<file path="src/rtl/tick_timer_pkg.sv">
package tick_timer_pkg;
  localparam logic [11:0] OFF_CTRL    = 12'h010;
  localparam logic [11:0] OFF_RELOAD  = 12'h014;
  localparam logic [11:0] OFF_CURRENT = 12'h018;
  localparam logic [11:0] OFF_CALIB   = 12'h01C;

  localparam int BIT_EN   = 0;
  localparam int BIT_IE   = 1;
  localparam int BIT_SRC  = 2;
  localparam int BIT_FLAG = 16;

  localparam int WORD_W = 32;

  typedef enum logic [2:0] {
    SEL_NONE,
    SEL_CTRL,
    SEL_RELOAD,
    SEL_CURRENT,
    SEL_CALIB
  } reg_sel_e;
endpackage

</file>
<file path="src/rtl/tick_timer_core.sv">
module tick_timer_core #(
  parameter int CNT_W = 24
) (
  input  logic             clk_i,
  input  logic             rst_ni,
  input  logic             en_i,
  input  logic             src_i,
  input  logic             ref_tick_i,
  input  logic             load_i,
  input  logic [CNT_W-1:0] reload_i,
  output logic [CNT_W-1:0] count_o,
  output logic             fire_o
);
  logic [CNT_W-1:0] count_q;
  logic             tick;
  logic             at_zero;

  assign tick    = en_i && (src_i || ref_tick_i);
  assign at_zero = (count_q == '0);
  // a load in the same cycle wins over a tick
  assign fire_o  = tick && at_zero && !load_i;
  assign count_o = count_q;

  always_ff @(posedge clk_i or negedge rst_ni) begin
    if (!rst_ni) begin
      count_q <= '0;
    end else if (load_i) begin
      count_q <= reload_i;
    end else if (tick) begin
      count_q <= at_zero ? reload_i : count_q - 1'b1;
    end
  end
endmodule

</file>
<file path="src/rtl/tick_timer_regs.sv">
module tick_timer_regs
  import tick_timer_pkg::*;
#(
  parameter int          ADDR_W    = 12,
  parameter int          CNT_W     = 24,
  parameter logic [31:0] CALIB_VAL = 32'h4000_2710
) (
  input  logic              clk_i,
  input  logic              rst_ni,
  input  logic              wr_en_i,
  input  logic              rd_en_i,
  input  logic [ADDR_W-1:0] addr_i,
  input  logic [WORD_W-1:0] wdata_i,
  input  logic              fire_i,
  input  logic [CNT_W-1:0]  count_i,
  output logic              en_o,
  output logic              src_o,
  output logic              flag_o,
  output logic              load_o,
  output logic [CNT_W-1:0]  reload_o,
  output logic [WORD_W-1:0] rdata_o,
  output logic              irq_o
);
  reg_sel_e         sel;
  logic             wr_ctrl, wr_rld, wr_cur, rd_ctrl;
  logic             en_q, ie_q, src_q, flag_q, irq_q;
  logic [CNT_W-1:0] reload_q;
  logic             unused_wdata;

  assign unused_wdata = ^wdata_i;

  always_comb begin
    sel = SEL_NONE;
    if (addr_i == OFF_CTRL[ADDR_W-1:0])         sel = SEL_CTRL;
    else if (addr_i == OFF_RELOAD[ADDR_W-1:0])  sel = SEL_RELOAD;
    else if (addr_i == OFF_CURRENT[ADDR_W-1:0]) sel = SEL_CURRENT;
    else if (addr_i == OFF_CALIB[ADDR_W-1:0])   sel = SEL_CALIB;
  end

  assign wr_ctrl = wr_en_i && (sel == SEL_CTRL);
  assign wr_rld  = wr_en_i && (sel == SEL_RELOAD);
  assign wr_cur  = wr_en_i && (sel == SEL_CURRENT);
  assign rd_ctrl = rd_en_i && (sel == SEL_CTRL);

  // restart on enable rise, on a source switch while running, or on current write
  assign load_o = wr_cur ||
                  (wr_ctrl && wdata_i[BIT_EN] &&
                   (!en_q || (wdata_i[BIT_SRC] != src_q)));

  always_ff @(posedge clk_i or negedge rst_ni) begin
    if (!rst_ni) begin
      en_q     <= 1'b0;
      ie_q     <= 1'b0;
      src_q    <= 1'b0;
      flag_q   <= 1'b0;
      irq_q    <= 1'b0;
      reload_q <= '0;
    end else begin
      if (wr_ctrl) begin
        en_q  <= wdata_i[BIT_EN];
        ie_q  <= wdata_i[BIT_IE];
        src_q <= wdata_i[BIT_SRC];
      end else if (fire_i && (reload_q == '0)) begin
        en_q <= 1'b0;
      end
      if (fire_i)                 flag_q <= 1'b1;
      else if (rd_ctrl || wr_cur) flag_q <= 1'b0;
      if (wr_rld) reload_q <= wdata_i[CNT_W-1:0];
      irq_q <= fire_i && ie_q;
    end
  end

  always_comb begin
    rdata_o = '0;
    if (rd_en_i) begin
      case (sel)
        SEL_CTRL: begin
          rdata_o[BIT_EN]   = en_q;
          rdata_o[BIT_IE]   = ie_q;
          rdata_o[BIT_SRC]  = src_q;
          rdata_o[BIT_FLAG] = flag_q;
        end
        SEL_RELOAD:  rdata_o[CNT_W-1:0] = reload_q;
        SEL_CURRENT: if (en_q) rdata_o[CNT_W-1:0] = count_i;
        SEL_CALIB:   rdata_o = CALIB_VAL;
        default: ;
      endcase
    end
  end

  assign en_o     = en_q;
  assign src_o    = src_q;
  assign flag_o   = flag_q;
  assign reload_o = reload_q;
  assign irq_o    = irq_q;
endmodule

</file>
<file path="src/rtl/tick_timer.sv">
module tick_timer
  import tick_timer_pkg::*;
#(
  parameter int          ADDR_W    = 12,
  parameter int          CNT_W     = 24,
  parameter logic [31:0] CALIB_VAL = 32'h4000_2710
) (
  input  logic              clk_i,
  input  logic              rst_ni,
  input  logic              ref_tick_i,
  input  logic              wr_en_i,
  input  logic              rd_en_i,
  input  logic [ADDR_W-1:0] addr_i,
  input  logic [31:0]       wdata_i,
  output logic [31:0]       rdata_o,
  output logic              irq_o
);
  logic             ctrl_en, ctrl_src, flag, load_req, fire;
  logic [CNT_W-1:0] reload_val, count_val;

  tick_timer_regs #(
    .ADDR_W(ADDR_W), .CNT_W(CNT_W), .CALIB_VAL(CALIB_VAL)
  ) u_regs (
    .clk_i    (clk_i),
    .rst_ni   (rst_ni),
    .wr_en_i  (wr_en_i),
    .rd_en_i  (rd_en_i),
    .addr_i   (addr_i),
    .wdata_i  (wdata_i),
    .fire_i   (fire),
    .count_i  (count_val),
    .en_o     (ctrl_en),
    .src_o    (ctrl_src),
    .flag_o   (flag),
    .load_o   (load_req),
    .reload_o (reload_val),
    .rdata_o  (rdata_o),
    .irq_o    (irq_o)
  );

  tick_timer_core #(.CNT_W(CNT_W)) u_core (
    .clk_i      (clk_i),
    .rst_ni     (rst_ni),
    .en_i       (ctrl_en),
    .src_i      (ctrl_src),
    .ref_tick_i (ref_tick_i),
    .load_i     (load_req),
    .reload_i   (reload_val),
    .count_o    (count_val),
    .fire_o     (fire)
  );
endmodule

</file>
<file path="config.mk">
export PLATFORM = sky130hd
export DESIGN_NAME = tick_timer
export DESIGN_NICKNAME = d
export VERILOG_FILES = /design/src/rtl/tick_timer_pkg.sv /design/src/rtl/tick_timer_core.sv /design/src/rtl/tick_timer_regs.sv /design/src/rtl/tick_timer.sv
export SDC_FILE = /design/constraint.sdc
export NUM_CORES = 1
export LEC_CHECK = 0
export BUFFER_PORTS_ARGS = -buffer_cell sky130_fd_sc_hd__buf_2
export CORE_MARGIN = 5
export CORE_UTILIZATION = 58
export DETAILED_ROUTE_END_ITERATION = 7
export PLACE_DENSITY_LB_ADDON = 0.3
export SYNTH_ARGS = -nofsm -noshare
export SYNTH_HDL_FRONTEND = slang
export SYNTH_SLANG_ARGS = --single-unit
</file>
<file path="constraint.sdc">
create_clock -name clk_i -period 4.45 [get_ports clk_i]
set_input_delay 0.445 -clock clk_i [delete_from_list [all_inputs] [get_ports clk_i]]
set_output_delay 0.445 -clock clk_i [all_outputs]
set_load 0.01 [all_outputs]
</file>
Yosys cells after proc, flatten, opt, wreduce, memory -nomap -nowiden
Cells that the tools add are included.
Widths: inputs -> output; s select.
{"block": "totals", "register_bits": 53, "latch_bits": 0, "ram_bits": 0, "rom_bits": 0, "in_bits": 49, "output_inout_bits": 33, "word_cells": 57, "memories": 0}
{"block": "op_classes", "addsub": 1, "n_mul": 0, "n_div": 0, "n_lt_le_gt_ge": 0, "n_eq_ne": 9, "shifts": 0, "muxes": 18, "n_bitwise": 0, "n_reduce_logical": 22}
{"cell": "$mux 24", "count": 4}
{"cell": "$eq 12x5->1 const B", "count": 4}
{"cell": "$logic_not 24->1", "count": 2}
{"cell": "$pmux 13 s3", "count": 1}
{"cell": "$mux 32", "count": 1}
{"cell": "$sub 24x1->24 const B", "count": 1}
{"cell": "$pmux 7 s2", "count": 1}
{"cell": "$mux 3", "count": 4}
{"cell": "$logic_and 1x1->1", "count": 11}
{"cell": "$pmux 3 s3", "count": 1}
{"cell": "$mux 7", "count": 1}
{"cell": "$eq 3x2->1 const B", "count": 2}
{"cell": "$reduce_bool 2->1", "count": 3}
{"cell": "$logic_or 1x1->1", "count": 4}
{"cell": "$mux 1", "count": 4}
{"cell": "$eq 3x1->1 const B", "count": 1}
{"cell": "$eq 3x3->1 const B", "count": 1}
{"cell": "$pmux 1 s3", "count": 1}
{"cell": "$logic_not 1->1", "count": 2}
{"cell": "$ne 1x1->1", "count": 1}

Depth between registers and ports, before layout
{"block": "depth", "word_depth": 15, "ltp_mapped": 9, "mapped_depth_nobuf": 8}

Modules after synthesis
From an unflattened synthesis, not the netlist that was laid out.
{"block": "unflattened", "hier_cells": 374, "hier_area_um2": 3422.0}
{"mod": "tick_timer_regs", "instances": 1, "cells_per_inst": 169, "area_each_um2": 1773.0, "seq_area_each_um2": 725.7}
{"mod": "tick_timer_core", "instances": 1, "cells_per_inst": 205, "area_each_um2": 1649.1, "seq_area_each_um2": 600.6}

Worst setup path after synthesis
Ideal clock, no wire load.
{"block": "synth_path", "kind": "register -> register", "from": "reg u_core.count_q[9] (netlist: u_core.count_o[9])", "to": "reg u_core.count_q[20] (netlist: u_core.count_o[20])", "t_arrival_ns": 2.427, "t_required_ns": 4.324, "setup_slack_ns": 1.897, "stages_incl_launch_ff": 10, "n_path_buf": 3, "path_cell_list": "dfrtp_1 -> buf_6 -> or4_4 -> or3_1 -> buf_6 -> or3_4 -> buf_6 -> nand2_8 -> nor3_2 -> a221o_1"}
{"block": "synth_via", "elab_chain_len": 4, "word_cells_on_any_way": 5, "cone_classes": "add/sub: 1; mux: 3; reduce/logical: 1"}
{"element": "from (decl)", "line_no": "tick_timer_core.sv:14", "rtl": "logic [CNT_W-1:0] count_q;"}
{"element": "from (signal assigned)", "line_no": "tick_timer_core.sv:28", "rtl": "count_q <= reload_i;"}
{"element": "from (signal assigned)", "line_no": "tick_timer_core.sv:30", "rtl": "count_q <= at_zero ? reload_i : count_q - 1'b1;"}
{"element": "$sub 24x1->24 / $logic_not 24->1 (equally long branches)", "line_no": "tick_timer_core.sv:30, tick_timer_core.sv:19"}
{"element": "$mux 24 *", "line_no": "tick_timer_core.sv:30"}
{"element": "$mux 24 *", "line_no": "tick_timer_core.sv:29", "rtl": "end else if (tick) begin"}
{"element": "$mux 24 *", "line_no": "tick_timer_core.sv:27", "rtl": "end else if (load_i) begin"}
Mark *: on every way between the ends. The rest lies on a longest branch, timed or not. The select of a mux whose other input is x is not followed.
A chain may end at the register's enable or synchronous reset.

Final worst setup path
{"block": "layout_path", "from": "in addr_i[9]", "to": "out rdata_o[6]"}
{"block": "layout_via", "elab_chain_len": 8, "word_cells_on_any_way": 13, "cone_classes": "eq/ne: 7; mux: 6"}
{"element": "from (decl)", "line_no": "tick_timer.sv:13", "rtl": "input logic [ADDR_W-1:0] addr_i,"}
{"element": "$eq 12x5->1", "line_no": "tick_timer_regs.sv:37", "rtl": "else if (addr_i == OFF_CALIB[ADDR_W-1:0]) sel = SEL_CALIB;"}
{"element": "$mux 3", "line_no": "tick_timer_regs.sv:37"}
{"element": "$mux 3", "line_no": "tick_timer_regs.sv:36", "rtl": "else if (addr_i == OFF_CURRENT[ADDR_W-1:0]) sel = SEL_CURRENT;"}
{"element": "$mux 3", "line_no": "tick_timer_regs.sv:35", "rtl": "else if (addr_i == OFF_RELOAD[ADDR_W-1:0]) sel = SEL_RELOAD;"}
{"element": "$mux 3 *", "line_no": "tick_timer_regs.sv:34", "rtl": "if (addr_i == OFF_CTRL[ADDR_W-1:0]) sel = SEL_CTRL;"}
{"element": "$eq 3x3->1 / $eq 3x2->1 (equally long branches)", "line_no": "tick_timer_regs.sv:76", "rtl": "case (sel)"}
{"element": "$pmux 13 s3 *", "line_no": "tick_timer_regs.sv:76"}
{"element": "$mux 32 *", "line_no": "tick_timer_regs.sv:75", "rtl": "if (rd_en_i) begin"}
{"element": "to (decl)", "line_no": "tick_timer.sv:15", "rtl": "output logic [31:0] rdata_o,"}
Mark *: on every way between the ends. The rest lies on a longest branch, timed or not.

==> flow_summary.json <==
{
  "status": "complete, no violations",
  "syn-cell-area_mm2": 0.00330,
  "leakage_nw": 1.83,
  "relSlewSlack": 0.306,
  "required_ns": 4.01,
  "worst_hold_slack_ns": 0.245,
  "dpl_cell_area_mm2": 0.00361,
  "ir_drop_mv": 0.235,
  "gp_congestion": 0.940,
  "cts_sinks": 53,
  "crit_chain": "buf_2, nor4_1, and4b_1, and3_1, a22oi_1, nor2_1, buf_2",
  "drt_iter0_markers": 271,
  "via_count": 3143,
  "end_kind": "output pin",
  "yosys.area.top_type": "dfrtp_1",
  "finalSetupViolations": 0,
  "cp_slowest_cell": "and3_1",
  "holdCritPathClass": "primary input to asynchronous set/reset pin",
  "coreArea_mm2": 0.00551,
  "clockBufferDepth": 2,
  "io_buffers": 66,
  "dieArea_mm2": 0.00730,
  "seq_area_frac_synth": 0.402,
  "final_net_count": 472,
  "total_power_mw": 1.09,
  "chipWidth_um": 85.4,
  "fillers": 485,
  "routedWlPerCell_um": 18.0,
  "avgSynthCellArea_um2": 8.97,
  "fin_area_mm2": 0.00373,
  "hold_buffers": 0,
  "ys_ff_latch": 53,
  "worstSetupStartpointType": "primary input",
  "ys.flop_type": "dfrtp_1",
  "worst_r2r_endpoint": "u_core.count_o[21]$_DFFE_PN0P_",
  "io_pins": 82,
  "dp_hpwl_um": 6380,
  "reg2regPathDepth": 6,
  "htree_levels": 2,
  "path_clk_slew_ns": 0.10,
  "syn_inst": 368,
  "grt_overflow": 0,
  "synth_edf_count": 0,
  "hold_viol_final": 0,
  "met1_usage": 0.351,
  "synth.top_cell.area_share": 0.402,
  "r2r-start": "u_core.count_o[9]$_DFFE_PN0P_",
  "ant_nets": 0,
  "yosys_warnings": 0,
  "rrSetupSlack_ns": 1.38,
  "grt_setup_unrepaired": "no",
  "cts_setup_buffers": 0,
  "cts_tree": "done",
  "mostFrequentLayoutCells": "66 x buf_2, 53 x dfrtp_1, 37 x nor2_1",
  "final_util": 0.678,
  "cpPeakStageDelay_ns": 0.84,
  "cts-root-buf": "clkbuf_8",
  "grt_usage": 0.250,
  "timing.critical_path.mode_cell": "buf_2",
  "area_growth_pct": 13.1,
  "slew_violations": 0,
  "use_met2": 0.399,
  "drv_cap": 0,
  "viasPerCell": 6.36,
  "startpoint": "addr_i[9]",
  "synth_cell_type_count": 57,
  "die_height_um": 85.4,
  "clk_latency_ns": 0.31,
  "final_common_cell": "buf_2",
  "antenna_found_initial": 0,
  "async_flop_share": 1.00,
  "grt_util_met3": 0.0456,
  "crit_type": "primary input to output pin",
  "start_util": 0.599,
  "grt_pass1_wl_um": 14700,
  "rows": 27,
  "cp.arrival_ns": 2.65,
  "firstDrtPassIters": 5,
  "crit_path_end": "rdata_o[6]",
  "tightest_slew_ns": 1.03,
  "layout-drive-gt1-share": 0.284,
  "crit_path_max_fanout": 23,
  "postCtsResizedCells": 0,
  "grt_pass1_vias": 3054,
  "grt_max_degree": 54,
  "antenna-diode-count": 0,
  "drcViolationCount": 0,
  "cts_inserted_buffers": 5,
  "skew_ns": 0.0107,
  "synth.area.top_cells": "dfrtp_1 40%, mux2_2 8.5%, a21oi_1 5.0%, nor2_1 4.2%, a22oi_1 3.6%",
  "wirelength_um": 8890,
  "period_share": 0.696,
  "powerDensity_mw_per_mm2": 293,
  "max_freq_ghz": 0.323,
  "finalSetupTns_ns": 0,
  "grt_most_used_layer": "met2",
  "fin_crit_ns": 3.10
}
## registers in the layout, summed over array words and instances (netlist names)
| signal | count |
|---|---|
| u_regs.reload_o | 24 |
| u_regs.en_o | 1 |
| u_regs.src_o | 1 |
| u_regs.irq_o | 1 |
| u_regs.ie_q | 1 |
| u_core.count_o | 24 |
| u_regs.flag_o | 1 |
## Yosys cell counts (2+ instances only)
cell	n
a211o_1	3
a21oi_1	33
a221o_1	2
a22oi_1	16
and2_1	2
and3_1	3
and3b_1	2
buf_2	3
buf_4	7
buf_6	3
clkbuf_1	18
dfrtp_1	53
ha_1	2
inv_1	3
mux2_2	25
nand2_1	29
nand2b_1	4
nand3_1	11
nand4_1	2
nor2_1	37
nor2b_1	8
nor3_1	10
nor4_1	14
o21a_1	4
o21ai_0	20
o21ai_1	2
o22ai_1	3
o31a_1	2
o31a_2	4
o32a_1	2
o41ai_1	3
or2_2	4
or3_1	7
or3b_2	2
or4_1	3
## area by class of cell
cell class	instances	area (µm²)	area share
Multi-Input combinational cell	287	1820	0.487
Tap cell	72	90.1	0.0241
Clock buffer	6	82.6	0.0221
Inverter	3	11.3	0.00302
Timing Repair Buffer	71	368	0.0986
Clock inverter	2	37.5	0.0101
Sequential cell	53	1330	0.355
## how the worst min path moves through the flow
stage / end / slack [ns] / cells past startpoint
global route: u_core.count_o[23]$_DFFE_PN0P_ / 0.30 / 2
global placement: u_core.count_o[3]$_DFFE_PN0P_ / 0.53 / 1
CTS: u_core.count_o[23]$_DFFE_PN0P_ / 0.27 / 2
detailed placement: u_core.count_o[3]$_DFFE_PN0P_ / 0.53 / 1
floorplan: u_core.count_o[0]$_DFFE_PN0P_ / 0.15 / 0
finish: u_core.count_o[2]$_DFFE_PN0P_ / 0.25 / 2
## per-layer routing
metal	up-vias	part of all wire
li1	1459	-
met1	1509	0.42
met2	159	0.48
met3	16	0.090
met4	0	0.013
met5	-	0
## logic make-up after synthesis
group | after synthesis | share of synthesized area
DFF | 53 | 0.402
and+or+nand+nor | 145 | 0.232
muxes | 26 | 0.0883
other | 1 | 0.00114
xor gates and xnor gates | 1 | 0.00265
buffers and inverters | 34 | 0.0546
adders and majority gates | 2 | 0.00758
AOI/OAI and AO/OA | 106 | 0.212
## through the flow
stage	std cells	setup slack [ns]
floorplan	374	1.90
global placement	486	1.46
detailed placement	486	1.40
CTS	494	1.40
global route	494	1.13
finish	494	1.35
## critical path: cells and delay by family
family	cells	cell delay, ns
simple gates	4	1.81
compound gates	1	0.14
buf+inv	2	0.26
## power by group
part	total (mW)	leakage [nW]	switching, mW	internal, mW
clock	0.345	0.0574	0.162	0.183
combinational	0.238	1.03	0.149	0.0895
sequential	0.511	0.738	0.0183	0.493
total	1.09	1.83	0.329	0.765
(Power assumes the default switching activity.)
